File: config.mk
export PLATFORM = sky130hd
export DESIGN_NAME = adc_seq_host
export DESIGN_NICKNAME = d
export VERILOG_FILES = /design/src/rtl/adc_seq_pkg.sv /design/src/rtl/adc_seq_shifter.sv /design/src/rtl/adc_seq_ctrl.sv /design/src/rtl/adc_seq_host.sv
export SDC_FILE = /design/constraint.sdc
export NUM_CORES = 1
export LEC_CHECK = 0
export ABC_AREA = 0
export BUFFER_PORTS_ARGS = -buffer_cell sky130_fd_sc_hd__buf_2
export CAP_MARGIN = 10
export CORE_MARGIN = 2
export CORE_UTILIZATION = 25
export DETAILED_ROUTE_END_ITERATION = 8
export SYNTH_ARGS = -nofsm -noshare
export SYNTH_HDL_FRONTEND = slang
export SYNTH_SLANG_ARGS = --single-unit
File: constraint.sdc
create_clock -name clk -period 2.16 [get_ports clk]
set_input_delay 0.432 -clock clk [delete_from_list [all_inputs] [get_ports clk]]
set_output_delay 0.432 -clock clk [all_outputs]
set_load 0.005 [all_outputs]
File: src/rtl/adc_seq_pkg.sv
// Shared types for the serial ADC frame sequencer.
// Assumes a 16-bit frame: 12-bit control word followed by 4 zero bits.
package adc_seq_pkg;
    localparam int FRAME_BITS = 16;
    localparam int CTRL_BITS  = 12;
    localparam int RES_BITS   = 12;
    localparam int CFG_BITS   = CTRL_BITS - 3;
    localparam int PAD_BITS   = FRAME_BITS - CTRL_BITS;

    typedef enum logic [1:0] {
        PM_AUTO   = 2'b01,
        PM_FULL   = 2'b10,
        PM_NORMAL = 2'b11
    } pmode_e;

    typedef enum logic [1:0] {
        FK_NONE,
        FK_DUMMY,
        FK_WAKE,
        FK_REAL
    } fkind_e;
endpackage

File: src/rtl/adc_seq_shifter.sv
// Frame engine: on start, drops cs_n and runs FRAME_BITS serial clock
// periods. DIN changes when sclk rises, and DOUT is sampled when sclk falls.
// Assumes CLK_DIV >= 1 system clocks per sclk half period.
module adc_seq_shifter
    import adc_seq_pkg::*;
#(
    parameter int CLK_DIV = 4
) (
    input  logic                  clk,
    input  logic                  rst_n,
    input  logic                  start,
    input  logic [FRAME_BITS-1:0] tx_word,
    output logic                  busy,
    output logic                  done,
    output logic [RES_BITS-1:0]   rx_word,
    output logic                  cs_n,
    output logic                  sclk,
    output logic                  din,
    input  logic                  dout
);
    localparam int DW = (CLK_DIV > 1) ? $clog2(CLK_DIV) : 1;
    localparam int BW = $clog2(FRAME_BITS);
    localparam logic [DW-1:0] DIV_LAST = DW'(CLK_DIV - 1);
    localparam logic [BW-1:0] BIT_LAST = BW'(FRAME_BITS - 1);

    logic                  active;
    logic                  sclk_r;
    logic [DW-1:0]         div_cnt;
    logic [BW-1:0]         bit_cnt;
    logic [FRAME_BITS-1:0] tx_sh;
    logic [RES_BITS-1:0]   rx_sh;
    logic                  phase_end;

    assign phase_end = active && (div_cnt == DIV_LAST);
    assign done      = phase_end && !sclk_r && (bit_cnt == BIT_LAST);
    assign busy      = active;
    assign cs_n      = !active;
    assign sclk      = sclk_r;
    assign din       = active && tx_sh[FRAME_BITS-1];
    assign rx_word   = rx_sh;

    // Sequences half periods, shifts DIN out and collects DOUT.
    always_ff @(posedge clk) begin
        if (!rst_n) begin
            active  <= 1'b0;
            sclk_r  <= 1'b1;
            div_cnt <= '0;
            bit_cnt <= '0;
            tx_sh   <= '0;
            rx_sh   <= '0;
        end else if (!active) begin
            if (start) begin
                active  <= 1'b1;
                tx_sh   <= tx_word;
                bit_cnt <= '0;
                div_cnt <= '0;
                sclk_r  <= 1'b1;
            end
        end else if (phase_end) begin
            div_cnt <= '0;
            if (sclk_r) begin
                sclk_r <= 1'b0;
                rx_sh  <= {rx_sh[RES_BITS-2:0], dout};
            end else if (bit_cnt == BIT_LAST) begin
                active <= 1'b0;
                sclk_r <= 1'b1;
            end else begin
                sclk_r  <= 1'b1;
                bit_cnt <= bit_cnt + 1'b1;
                tx_sh   <= {tx_sh[FRAME_BITS-2:0], 1'b0};
            end
        end else begin
            div_cnt <= div_cnt + 1'b1;
        end
    end

    // the serial clock only falls inside a frame
    assert_sclk_fall_in_frame_R1: assert property (@(posedge clk) disable iff (!rst_n)
        $fell(sclk) |-> !cs_n);
    // DIN is held while the serial clock is low
    assert_din_hold_low_R1: assert property (@(posedge clk) disable iff (!rst_n)
        (!sclk && $past(!sclk) && !cs_n && $past(!cs_n)) |-> $stable(din));
    // a frame closes only after the last bit period
    assert_frame_len_R1: assert property (@(posedge clk) disable iff (!rst_n)
        $rose(cs_n) |-> $past(bit_cnt) == BIT_LAST);
endmodule

File: src/rtl/adc_seq_ctrl.sv
// Frame policy: chooses the kind of the next frame from the tracked
// converter mode and the requested mode, builds the frame word, enforces
// the quiet and power-up gaps and holds the result for the consumer.
// Assumes the shifter raises done combinationally in its last cycle.
module adc_seq_ctrl
    import adc_seq_pkg::*;
#(
    parameter int QUIET_CYC = 8,
    parameter int PWRUP_CYC = 64
) (
    input  logic                  clk,
    input  logic                  rst_n,
    input  logic [1:0]            mode_req,
    input  logic                  mode_req_valid,
    input  logic [CFG_BITS-1:0]   cfg,
    input  logic                  busy,
    input  logic                  done,
    input  logic [RES_BITS-1:0]   rx_word,
    output logic                  start,
    output logic [FRAME_BITS-1:0] tx_word,
    output logic                  out_valid,
    input  logic                  out_ready,
    output logic [RES_BITS-1:0]   out_data
);
    localparam int GAP_MAX = (PWRUP_CYC > QUIET_CYC) ? PWRUP_CYC : QUIET_CYC;
    localparam int GW      = $clog2(GAP_MAX + 1);

    pmode_e              tgt;
    pmode_e              dev;
    pmode_e              pm_sent;
    fkind_e              kind_r;
    fkind_e              next_kind;
    logic                woke;
    logic [GW-1:0]       gap_cnt;
    logic                valid_r;
    logic [RES_BITS-1:0] data_r;

    // Picks the kind of frame to run next.
    always_comb begin
        if (dev == PM_FULL)
            next_kind = (tgt == PM_FULL) ? FK_NONE : FK_WAKE;
        else if (dev == PM_AUTO && !woke)
            next_kind = FK_DUMMY;
        else
            next_kind = FK_REAL;
    end

    assign start     = !busy && (gap_cnt == '0) && !valid_r && (next_kind != FK_NONE);
    assign tx_word   = {next_kind != FK_DUMMY, tgt, cfg, {PAD_BITS{1'b0}}};
    assign out_valid = valid_r;
    assign out_data  = data_r;

    // Stores legal mode requests.
    always_ff @(posedge clk) begin
        if (!rst_n)
            tgt <= PM_NORMAL;
        else if (mode_req_valid && mode_req != 2'b00)
            tgt <= pmode_e'(mode_req);
    end

    // Tracks the frame in flight and the converter's power state.
    always_ff @(posedge clk) begin
        if (!rst_n) begin
            dev     <= PM_NORMAL;
            pm_sent <= PM_NORMAL;
            kind_r  <= FK_NONE;
            woke    <= 1'b0;
        end else if (start) begin
            kind_r  <= next_kind;
            pm_sent <= tgt;
        end else if (done) begin
            if (kind_r == FK_DUMMY) begin
                woke <= 1'b1;
            end else begin
                dev  <= pm_sent;
                woke <= 1'b0;
            end
        end
    end

    // Counts the chip-select high gap after each frame.
    always_ff @(posedge clk) begin
        if (!rst_n)
            gap_cnt <= '0;
        else if (done)
            gap_cnt <= (kind_r == FK_WAKE) ? GW'(PWRUP_CYC) : GW'(QUIET_CYC);
        else if (gap_cnt != '0)
            gap_cnt <= gap_cnt - 1'b1;
    end

    // Holds a delivered result until the consumer takes it.
    always_ff @(posedge clk) begin
        if (!rst_n) begin
            valid_r <= 1'b0;
            data_r  <= '0;
        end else if (done && kind_r == FK_REAL) begin
            valid_r <= 1'b1;
            data_r  <= rx_word;
        end else if (out_ready) begin
            valid_r <= 1'b0;
        end
    end

    // a waiting result is held stable
    assert_hold_result_R5: assert property (@(posedge clk) disable iff (!rst_n)
        (out_valid && !out_ready) |=> (out_valid && $stable(out_data)));
    // a frame never starts over a waiting result
    assert_no_start_waiting_R5: assert property (@(posedge clk) disable iff (!rst_n)
        start |-> !out_valid && !busy);
    // an asleep auto-shutdown converter gets a non-writing frame
    assert_auto_wake_nowrite_R4: assert property (@(posedge clk) disable iff (!rst_n)
        (start && dev == PM_AUTO && !woke) |-> !tx_word[FRAME_BITS-1]);
    // no framing while full shutdown is both current and requested
    assert_full_silent_R7: assert property (@(posedge clk) disable iff (!rst_n)
        (dev == PM_FULL && tgt == PM_FULL) |-> !start);
endmodule

File: src/rtl/adc_seq_host.sv
// Top of the serial ADC sequencer: joins the frame policy to the frame
// engine. Assumes a converter that samples DIN on sclk falls and holds
// DOUT valid at those falls.
module adc_seq_host
    import adc_seq_pkg::*;
#(
    parameter int CLK_DIV   = 4,
    parameter int QUIET_CYC = 8,
    parameter int PWRUP_CYC = 64
) (
    input  logic                clk,
    input  logic                rst_n,
    input  logic [1:0]          mode_req,
    input  logic                mode_req_valid,
    input  logic [CFG_BITS-1:0] cfg,
    output logic                out_valid,
    input  logic                out_ready,
    output logic [RES_BITS-1:0] out_data,
    output logic                cs_n,
    output logic                sclk,
    output logic                din,
    input  logic                dout
);
    localparam int HW = $clog2(QUIET_CYC + 1);

    logic                  start;
    logic                  busy;
    logic                  done;
    logic [FRAME_BITS-1:0] tx_word;
    logic [RES_BITS-1:0]   rx_word;

    adc_seq_ctrl #(
        .QUIET_CYC(QUIET_CYC),
        .PWRUP_CYC(PWRUP_CYC)
    ) u_ctrl (
        .clk(clk), .rst_n(rst_n),
        .mode_req(mode_req), .mode_req_valid(mode_req_valid), .cfg(cfg),
        .busy(busy), .done(done), .rx_word(rx_word),
        .start(start), .tx_word(tx_word),
        .out_valid(out_valid), .out_ready(out_ready), .out_data(out_data)
    );

    adc_seq_shifter #(
        .CLK_DIV(CLK_DIV)
    ) u_shift (
        .clk(clk), .rst_n(rst_n),
        .start(start), .tx_word(tx_word),
        .busy(busy), .done(done), .rx_word(rx_word),
        .cs_n(cs_n), .sclk(sclk), .din(din), .dout(dout)
    );

    // Checker state: saturating count of chip-select high cycles.
    logic [HW-1:0] hi_cnt;
    logic          seen_frame;

    // Measures the gap between frames for the quiet-time check.
    always_ff @(posedge clk) begin
        if (!rst_n) begin
            hi_cnt     <= '0;
            seen_frame <= 1'b0;
        end else begin
            if (start) seen_frame <= 1'b1;
            if (!cs_n) hi_cnt <= '0;
            else if (hi_cnt != HW'(QUIET_CYC)) hi_cnt <= hi_cnt + 1'b1;
        end
    end

    // quiet gap honoured before every frame after the first
    assert_quiet_gap_R6: assert property (@(posedge clk) disable iff (!rst_n)
        (start && seen_frame) |-> hi_cnt == HW'(QUIET_CYC));
endmodule

==> key figures <==
Status
  • Status: complete, no violations

Worst setup path
  • CP Cell Sequence: buf_4 -> inv_1 -> buf_2
  • CP endpoint kind: output pin
  • Startpoint types: flip-flop
  • Crit path kind: reg2out
  • Worst EP required: between 1.5 and 2 ns
  • Slowest CP cell: dfxtp_1
  • Worst-path fanout max: 13
  • CP peak stage delay: between 0.5 and 0.6 ns
  • CP arrival: roughly 1.4 ns
  • Length in cells of the worst reg-to-reg path: 7

STA
  • Final Skew: 0.0101 ns
  • Period utilisation layout: 86.6%
  • Final setup TNS: 0 ns
  • Crit path time final: around 1.9 ns
  • F_max: roughly 0.53 GHz
  • Final Setup Violations: 0
  • Endpoints failing hold: 0
  • RSZ-0062 raised after global routing: false
  • Slew HR: 68.2%
  • Slew @ Worst Pin: 0.477 ns
  • Pins Over Slew Limit: 0

Floorplan
  • Die height: between 100 and 150 um
  • Core area: approximately 0.010 sq mm
  • Rows: 37
  • Die width: ~110 um
  • I/O pin total: 32
  • Die area: ~0.011 sq mm
  • Initial Util: ~26%

Synthesis
  • Top FF cell, synth: dfxtp_1
  • Async S/R FF share, synth: 0%
  • Post-Syn Area: 0.00262 sq mm
  • Sequential cell area fraction in the yosys report: between 40% and 50%
  • Post-synth EDFFs: 0
  • Synthesized flop and latch total: ~60
  • Avg Inst Size Synth: roughly 8.7 sq um
  • YS warnings: 0
  • Synth Net Count: 320
  • Gate Count Post-Synth: roughly 300
  • Synth cell types: 47

Clocking
  • CTS Buf Count: 9
  • Post-CTS sizing: 0
  • Hold bufs inserted after CTS: 0
  • CTS tree: yes
  • # Post-CTS Setup Buffers: 0
  • H-tree depth: 3
  • Clk_lat worst skew: approximately 0.34 ns
  • Num Clock Sinks: 61
  • Clock root buffer: clkbuf_8
  • Worst-case clock buffer depth: 2
  • Clock-pin slew on the worst setup and hold paths: ~0.070 ns

Final layout
  • Share of cells above drive strength 1: about a fifth
  • Area grow syn2layout: 20.1%
  • Commonest non-fill, non-tap cell in the layout: nand2_1
  • Antenna cells: 0
  • Finished Cell Area: approximately 0.0032 sq mm
  • Filler cell count: between 1000 and 1500
  • Final nets: around 350
  • Most frequent cells in the layout: nand2_1, dfxtp_1, buf_2

Worst hold path
  • Worst min-delay path class: in2reg
  • Hold path cells: 3

Job
  • Maxcap violations: 0

Placed design
  • Buffers added on ports: 31
  • DP Area: slightly below 0.003 sq mm
  • Placer Congestion: 0.833
  • DPL Wire Length: 3.81 mm

Detailed routing
  • Routed length per instance: between 10 and 15 um
  • Routed Antenna Nets: 0
  • DRT Wirelength: 5.46 mm
  • Vias: around 2100
  • DRC viols: 0
  • DR iter-0 viols: 86
  • Drt pass-1 iters: 4
  • Vias per std cell: 4.52

Power and ir drop
  • Pleak: 0.00130 uW
  • Total Power: roughly 3700 uW
  • Power Density: between 1000 and 1500 mW/mm^2
  • Max IR drop VDD: ~0.54 mV

Global route
  • GRT Total Usage: ~10%
  • Gr ovfl total: 0
  • Antenna violations before repair: 0
  • First-pass GRT wire length: 9.43 mm
  • Vias in the first global route: between 2000 and 2500
  • Largest net degree at the start of global routing: 37
## where the power goes
| part | internal (uW) | switching, uW |
|---|---|---|
| Sequential | 1300 | 131 |
| Clock | 772 | 479 |
| Combinational | 502 | 552 |
| Total | 2570 | 1160 |
## layer usage
metal / track usage [%] / wire length, um / vias up
met5: 0 / 0 / -
met4: 4.45 / 103 / 0
met3: 3.37 / 224 / 12
met1: 12.2 / 2620 / 991
li1: - / - / 1099
met2: 17.0 / 2510 / 36
## flip-flops by register name (all words and copies together), names as in the netlist, 4 cells and up
signal,cells
u_shift.rx_word,12
u_shift.bit_cnt,4
u_shift.tx_sh,12
u_ctrl.gap_cnt,7
u_ctrl.out_data,12
## synth_stat cells (5+ instances only)
| library cell | instances | area [sq um] |
|---|---|---|
| nand2_1 | 71 | 267 |
| dfxtp_1 | 61 | 1220 |
| a21oi_1 | 24 | 120 |
| nand3_1 | 20 | 100 |
| o21ai_1 | 16 | 80.1 |
| mux2i_1 | 13 | 130 |
| clkbuf_1 | 12 | 45.0 |
| mux2_2 | 10 | 113 |
| nor2_1 | 9 | 33.8 |
| inv_1 | 5 | 18.8 |
| o21ai_0 | 5 | 25.0 |
## layout make-up
type / count / area, sq um / area share [%]
timing repair buffer: 38 / 208 / 6.59
multi-input combinational: 217 / 1290 / 40.9
clock buffer: 9 / 124 / 3.93
sequential: 61 / 1220 / 38.8
inverter: 5 / 18.8 / 0.596
clock inverter: 7 / 121 / 3.85
tap: 136 / 170 / 5.40
## worst paths after layout
path	from	end	slack [ns]
setup / recovery	u_shift.busy	cs_n	0.29
hold / removal	mode_req[1]	u_ctrl.tgt[1]	0.33
setup reg to reg	u_ctrl.gap_cnt[0]	u_shift.bit_cnt[2]	0.40
hold reg to reg	u_shift.rx_word[11]	u_ctrl.out_data[11]	0.45
## critical path, delay by kind of cell (launching register included)
kind | cells | cell delay (ns)
buf+inv | 3 | 0.56
flops | 1 | 0.53
## metrics by stage
stage          worst slack [ns]  util [%]  cells  hold WS, ns
2_1_floorplan             0.527         -    301        0.429
3_3_place_gp              0.464      28.3    457        0.443
3_5_place_dp              0.403      28.3    457        0.446
4_1_cts                   0.263      30.7    473        0.329
5_1_grt                   0.200      30.7    473        0.336
6_report                  0.289      30.7    473        0.326
## kinds of logic after synthesis
logic type | count (synthesis) | synth area share, %
flip-flops | 61 | 46.6
XOR/XNOR | 3 | 1.00
multiplexers | 23 | 9.26
AO/OA/AOI/OAI | 60 | 13.9
adder cells (fa/ha/maj) | 3 | 1.43
AND/OR/NAND/NOR | 128 | 23.5
buffers and inverters | 23 | 4.34
(Power assumes the default switching activity.)
